## config.mk

```make
export PLATFORM = sky130hd
export DESIGN_NAME = burst_pulser
export DESIGN_NICKNAME = d
export VERILOG_FILES = /design/src/rtl/burst_pulser_pkg.sv /design/src/rtl/burst_src_mux.sv /design/src/rtl/burst_delay_line.sv /design/src/rtl/burst_seq_fsm.sv /design/src/rtl/burst_pulser.sv
export SDC_FILE = /design/constraint.sdc
export NUM_CORES = 1
export LEC_CHECK = 0
export ABC_AREA = 1
export CAP_MARGIN = 20
export CORE_UTILIZATION = 50
export DETAILED_ROUTE_END_ITERATION = 16
export PLACE_DENSITY = 0.75
export SETUP_SLACK_MARGIN = 0.15
export SLEW_MARGIN = 20
export SYNTH_ARGS = -nofsm -noshare
export SYNTH_HDL_FRONTEND = slang
export SYNTH_SLANG_ARGS = --single-unit
export TNS_END_PERCENT = 20
```

## constraint.sdc

```tcl
create_clock -name clk -period 12.9 [get_ports clk]
set_clock_uncertainty 0.1 [all_clocks]
set_input_delay 3.87 -clock clk [delete_from_list [all_inputs] [get_ports clk]]
set_output_delay 3.87 -clock clk [all_outputs]
set_load 0.02 [all_outputs]
```

## src/rtl/burst_pulser_pkg.sv

```systemverilog
package burst_pulser_pkg;

    typedef enum logic [1:0] {
        ST_LEAD = 2'd0,
        ST_HIGH = 2'd1,
        ST_GAP  = 2'd2,
        ST_HALT = 2'd3
    } bp_state_e;

endpackage

```

## src/rtl/burst_src_mux.sv

```systemverilog
module burst_src_mux #(
    parameter int NSRC = 4,
    parameter int SELW = 8,
    parameter bit DFLT = 1'b0
) (
    input  logic [NSRC-1:0] src,
    input  logic [SELW-1:0] sel,
    output logic            y
);

    // Selector 0 and any out-of-range value give the default level.
    always_comb begin
        y = DFLT;
        for (int k = 0; k < NSRC; k++) begin
            if (sel == SELW'(k + 1)) begin
                y = src[k];
            end
        end
    end

endmodule

```

## src/rtl/burst_delay_line.sv

```systemverilog
module burst_delay_line #(
    parameter int DEPTH = 32,
    parameter int DW    = 16
) (
    input  logic          clk,
    input  logic          clear,
    input  logic          din,
    input  logic [DW-1:0] dly,
    output logic          dout
);

    logic [DEPTH-1:0] hist_q;

    always_ff @(posedge clk) begin
        if (clear) begin
            hist_q <= '0;
        end else begin
            hist_q <= {hist_q[DEPTH-2:0], din};
        end
    end

    // Tap k holds the input from k cycles ago; larger requests saturate.
    always_comb begin
        dout = din;
        for (int k = 1; k <= DEPTH; k++) begin
            if ((dly == DW'(k)) || ((k == DEPTH) && (dly > DW'(DEPTH)))) begin
                dout = hist_q[k-1];
            end
        end
    end

endmodule

```

## src/rtl/burst_seq_fsm.sv

```systemverilog
module burst_seq_fsm
    import burst_pulser_pkg::*;
#(
    parameter int CW  = 16,
    parameter int PCW = 32
) (
    input  logic           clk,
    input  logic           rst,
    input  logic           restart,
    input  logic           en,
    input  logic [CW-1:0]  t_lead,
    input  logic [CW-1:0]  t_len,
    input  logic [CW-1:0]  t_gap,
    input  logic [PCW-1:0] max_pulses,
    input  logic           repeat_en,
    output bp_state_e      state,
    output logic [CW-1:0]  cnt,
    output logic           raw,
    output logic           wrap
);

    bp_state_e      state_q, state_d, entry_st;
    logic [CW-1:0]  cnt_q, cnt_d;
    logic [PCW-1:0] pcnt_q, pcnt_d;
    logic           wrap_q, wrap_d;
    logic [CW:0]    cnt_inc;
    logic [CW-1:0]  len_eff;
    logic [PCW:0]   pcnt_inc;
    logic           limit_hit;

    assign entry_st  = (t_lead == '0) ? ST_HIGH : ST_LEAD;
    assign len_eff   = (t_len == '0) ? CW'(1) : t_len;
    assign cnt_inc   = {1'b0, cnt_q} + 1'b1;
    assign pcnt_inc  = {1'b0, pcnt_q} + 1'b1;
    assign limit_hit = (max_pulses != '0) && (pcnt_inc == {1'b0, max_pulses});

    // State register process.
    always_ff @(posedge clk) begin
        if (rst || restart) begin
            state_q <= entry_st;
            cnt_q   <= '0;
            pcnt_q  <= '0;
            wrap_q  <= 1'b0;
        end else begin
            state_q <= state_d;
            cnt_q   <= cnt_d;
            pcnt_q  <= pcnt_d;
            wrap_q  <= wrap_d;
        end
    end

    // Transition process.
    always_comb begin
        state_d = state_q;
        cnt_d   = cnt_q;
        pcnt_d  = pcnt_q;
        wrap_d  = 1'b0;
        if (en) begin
            unique case (state_q)
                ST_LEAD: begin
                    if (cnt_inc >= {1'b0, t_lead}) begin
                        state_d = ST_HIGH;
                        cnt_d   = '0;
                    end else begin
                        cnt_d = cnt_inc[CW-1:0];
                    end
                end
                ST_HIGH: begin
                    if (cnt_inc >= {1'b0, len_eff}) begin
                        cnt_d = '0;
                        if (limit_hit) begin
                            pcnt_d = '0;
                            if (repeat_en) begin
                                state_d = entry_st;
                                wrap_d  = 1'b1;
                            end else begin
                                state_d = ST_HALT;
                            end
                        end else begin
                            pcnt_d  = pcnt_inc[PCW-1:0];
                            state_d = (t_gap == '0) ? ST_HIGH : ST_GAP;
                        end
                    end else begin
                        cnt_d = cnt_inc[CW-1:0];
                    end
                end
                ST_GAP: begin
                    if (cnt_inc >= {1'b0, t_gap}) begin
                        state_d = ST_HIGH;
                        cnt_d   = '0;
                    end else begin
                        cnt_d = cnt_inc[CW-1:0];
                    end
                end
                ST_HALT: begin
                    state_d = ST_HALT;
                end
            endcase
        end
    end

    // Output process.
    always_comb begin
        state = state_q;
        cnt   = cnt_q;
        raw   = (state_q == ST_HIGH) && en;
        wrap  = wrap_q;
    end

endmodule

```

## src/rtl/burst_pulser.sv

```systemverilog
module burst_pulser
    import burst_pulser_pkg::*;
#(
    parameter int NSRC      = 4,
    parameter int SELW      = 8,
    parameter int CW        = 16,
    parameter int PCW       = 32,
    parameter int DLY_DEPTH = 32
) (
    input  logic            clk,
    input  logic            rst,
    input  logic            cfg_load,
    input  logic [CW-1:0]   t_lead,
    input  logic [CW-1:0]   t_len,
    input  logic [CW-1:0]   t_gap,
    input  logic [PCW-1:0]  max_pulses,
    input  logic [CW-1:0]   t_delay,
    input  logic            repeat_en,
    input  logic [SELW-1:0] en_sel,
    input  logic [SELW-1:0] frc_sel,
    input  logic [NSRC-1:0] en_src,
    input  logic [NSRC-1:0] frc_src,
    input  logic            force_pd,
    output logic            pulse_out,
    output logic            max_flag
);

    logic          en_now;
    logic          frc_now;
    logic          seq_raw;
    logic          seq_wrap;
    logic          dly_out;
    bp_state_e     seq_state;
    logic [CW-1:0] seq_cnt;

    burst_src_mux #(.NSRC(NSRC), .SELW(SELW), .DFLT(1'b1)) u_en_mux (
        .src (en_src),
        .sel (en_sel),
        .y   (en_now)
    );

    burst_src_mux #(.NSRC(NSRC), .SELW(SELW), .DFLT(1'b0)) u_frc_mux (
        .src (frc_src),
        .sel (frc_sel),
        .y   (frc_now)
    );

    burst_seq_fsm #(.CW(CW), .PCW(PCW)) u_seq (
        .clk        (clk),
        .rst        (rst),
        .restart    (cfg_load),
        .en         (en_now),
        .t_lead     (t_lead),
        .t_len      (t_len),
        .t_gap      (t_gap),
        .max_pulses (max_pulses),
        .repeat_en  (repeat_en),
        .state      (seq_state),
        .cnt        (seq_cnt),
        .raw        (seq_raw),
        .wrap       (seq_wrap)
    );

    burst_delay_line #(.DEPTH(DLY_DEPTH), .DW(CW)) u_dly (
        .clk   (clk),
        .clear (rst || cfg_load),
        .din   (seq_raw),
        .dly   (t_delay),
        .dout  (dly_out)
    );

    // Blanking acts after the delay; the limit flag is not delayed.
    always_comb begin
        pulse_out = dly_out && !(force_pd || frc_now);
        max_flag  = (seq_state == ST_HALT) || seq_wrap;
    end

endmodule

```

==> out/summary.txt <==
Seq/Total Area, Yosys: 24.9%
# diodes: 0
Crit path required time: 8.93 ns
min-delay src: u_dly.hist_q[7]$_SDFF_PN0_
Syn-to-layout area delta: 25.2%
Yosys top cell by area: dfxtp_1
Die Area: 14000 um2
setup tns final: 0 ns
final worst path period need: 11.82 ns
largest fanout on the critical path: 10
worst-margin pin slew: 1.05 ns
fin area: 8460 um2
Cell Area, Synth: 6760 um2
drt first-iter violations: 443
LEAKAGE: 3.55 nW
initial antenna violation count: 0
WL final: 17600 um
power density over the cells: 72.7 nW/um2
routability cong.: 0.907
Internal: 0.447 mW
warnings from Yosys: 0
final core utilization: 64.2%
Clock Sinks: 83
Wirelength per Cell: 13.0 um
CTS H-tree depth: 3
CTS Buffer Depth: 2
pin count of the biggest net entering global routing: 53
maximum VDD drop: 0.0000575 V
Synth area leaders: dfxtp_1 24%, inv_1 11%, nand2_1 10%
number of port buffers: 126
post-CTS sizing: 0
number of synthesized register bits: 83
CP Launch Type: input port
Final period util: 91.6%
die width: 118 um
Syn Inst Count: 1050
FMAX: 84.6 MHz
Via Count: 6943
Hold Crit Depth: 2
Post-synth top flop: dfxtp_1
Psw: 0.168 mW
CTS tree: done
Flop pwr share: 42.4%
First-pass DRT Iterations: 6
Pwr Total: 0.615 mW
fillcell total: 1250
post-DP HPWL: 14000 um
most frequent cell after synthesis: inv_1
share of flip-flops with an asynchronous set or reset: 0%
Synth Area in Adders: 10.2%
total CTS buffers: 9
Clock power frac: 40.1%
layout cells sized above 1: 4.93%
# DRC: 0
worst min path class: register to register
critical path's slowest cell: clkdlybuf4s50_1
RSZ-0062 raised after global routing: false
Worst path max stage delay: 0.63 ns
vias in the first global route: 6414
Slew headroom: 29.4%
GRT Residual Overflow: 0
Placed Area: 8180 um2
post-synth cell types: 52
Combinational Power Share: 17.5%
WHS Endpoint: u_dly.hist_q[8]$_SDFF_PN0_
Synth top area share: 24.0%
final hold violation count: 0
Commonest cells post-synth: 199 x inv_1, 189 x nand2_1, 129 x nor2_1
post-synthesis compound-gate area fraction: 11.7%
largest family of logic cells by synthesized area: simple AND/OR/NAND/NOR gates
CTS clock-pin slew for the worst setup and hold paths: 0.07 ns
# setup viols final: 0
Starting Density: 51.2%
GRT Resource Usage Total: 25.7%
EDFF count, synth: 2
Final Non-Filler Cells: 1352
Ports: 127
delay-heaviest family, CP: simple AND/OR/NAND/NOR gates
routed vias/inst: 5.14
Slew Viols, Final: 0
dpl cells: 1336
first-pass GRT wire length: 29400 um
setup bufs post-CTS: 0
worst reg2reg endpoint: u_seq.pcnt_q[26]$_SDFFE_PN0P_
height of the chip: 118 um
flop2flop setup slack: 7.78 ns
crit path kind: input port to primary output
status: finished clean
mux contribution to synthesized area: 0%
Avg Cell Area, Syn: 6.44 um2
Worst R2R Path Depth: 27
switching part of the total: 27.3%
Clk Latency, worst-skew pair: 0.35 ns
Reg2Reg Launch Point: u_seq.cnt[0]$_SDFFE_PN0P_
synthesized-area fraction occupied by and/or/nand/nor cells: 34.9%
crit path buf inv count: 5
Final ANT Viol Nets: 0
row count: 42
Synth Net Count: 1230
XOR/XNOR share of the synthesized area: 5.57%
CORE AREA: 13200 um2
critical path's most frequent cell: nand2_1
Root Driver: clkbuf_16
Worst Path Arrival: 7.85 ns
Setup crit end kind: primary output
# nets final: 1351
Max-Cap Viols: 0
# hold bufs at CTS: 0
==> worst max path at each step <==
stage	start	slack [ns]	endpoint	cells after the start
global placement	t_delay[12]	1.22	pulse_out	40
detailed placement	t_delay[12]	1.13	pulse_out	40
global route	t_delay[9]	0.64	pulse_out	40
floorplan	t_delay[12]	2.23	pulse_out	37
finish	t_delay[12]	1.08	pulse_out	40
CTS	t_delay[12]	1.12	pulse_out	40
==> metrics by stage <==
stage / setup WS, ns / hold WS, ns
final: 1.08 / 0.326
after global routing: 0.636 / 0.338
after CTS: 1.12 / 0.327
after detailed placement: 1.13 / 0.320
after global placement: 1.22 / 0.316
after floorplan: 2.23 / 0.308
==> cells by family after synthesis <==
kind of cell | count (synthesis)
flops | 83
buf+inv | 226
compound gates | 137
xor+xnor | 43
simple gates | 506
fa+ha+maj | 55
==> sequential cells by signal, summed over array words and instances (netlist names) <==
name and count:
u_seq.pcnt_q 32, u_seq.cnt 16, u_dly.hist_q 32, u_seq.wrap 1, u_seq.state 2
==> cell usage in the layout (no fill, tap or decap), drive strengths merged, types with 2 or more instances in the layout <==
| master | n |
|---|---|
| a211o | 2 |
| a211oi | 5 |
| a21oi | 75 |
| a32oi | 3 |
| buf | 4 |
| clkbuf | 9 |
| clkdlybuf4s50 | 126 |
| clkinv | 3 |
| clkinvlp | 2 |
| dfxtp | 81 |
| edfxtp | 2 |
| ha | 55 |
| inv | 208 |
| nand2 | 191 |
| nand3 | 66 |
| nand3b | 2 |
| nand4 | 32 |
| nor2 | 137 |
| nor3 | 26 |
| nor3b | 4 |
| nor4 | 28 |
| o2111ai | 8 |
| o211ai | 2 |
| o21a | 3 |
| o21ai | 25 |
| o22ai | 5 |
| or2 | 18 |
| xnor2 | 16 |
| xor2 | 27 |
==> final cells by class <==
| type | count | area [um2] | share of cell area [%] |
|---|---|---|---|
| multi-input combinational | 741 | 4220 | 49.8 |
| sequential | 83 | 1680 | 19.9 |
| timing repair buffer | 130 | 1290 | 15.3 |
| inverter | 206 | 773 | 9.14 |
| clock buffer | 9 | 225 | 2.66 |
| tap | 176 | 220 | 2.60 |
| clock inverter | 7 | 56.3 | 0.665 |
==> worst min-delay path: cells and delay by family (launching register included) <==
kind          cells  cell delay, ns
buf+inv           1            0.05
flops             1            0.31
simple gates      1            0.03
==> power by group through the flow <==
stage	sequential [mW]	clock [mW]	combinational (mW)
after floorplan	0.266	0	0.0514
after global placement	0.267	0	0.105
after detailed placement	0.267	0	0.106
after global routing	0.261	0.265	0.119
final	0.261	0.247	0.107
after CTS	0.261	0.251	0.107
==> routing by layer <==
metal / up-vias / part of all wire (%) / global-route usage, %
met4: 0 / 1.1 / 6.65
met1: 3065 / 48 / 33.8
met3: 16 / 5.2 / 4.25
met5: - / 0 / 0
met2: 196 / 46 / 43.5
li1: 3666 / - / -
No activity file was read; power rests on OpenSTA's default activity.
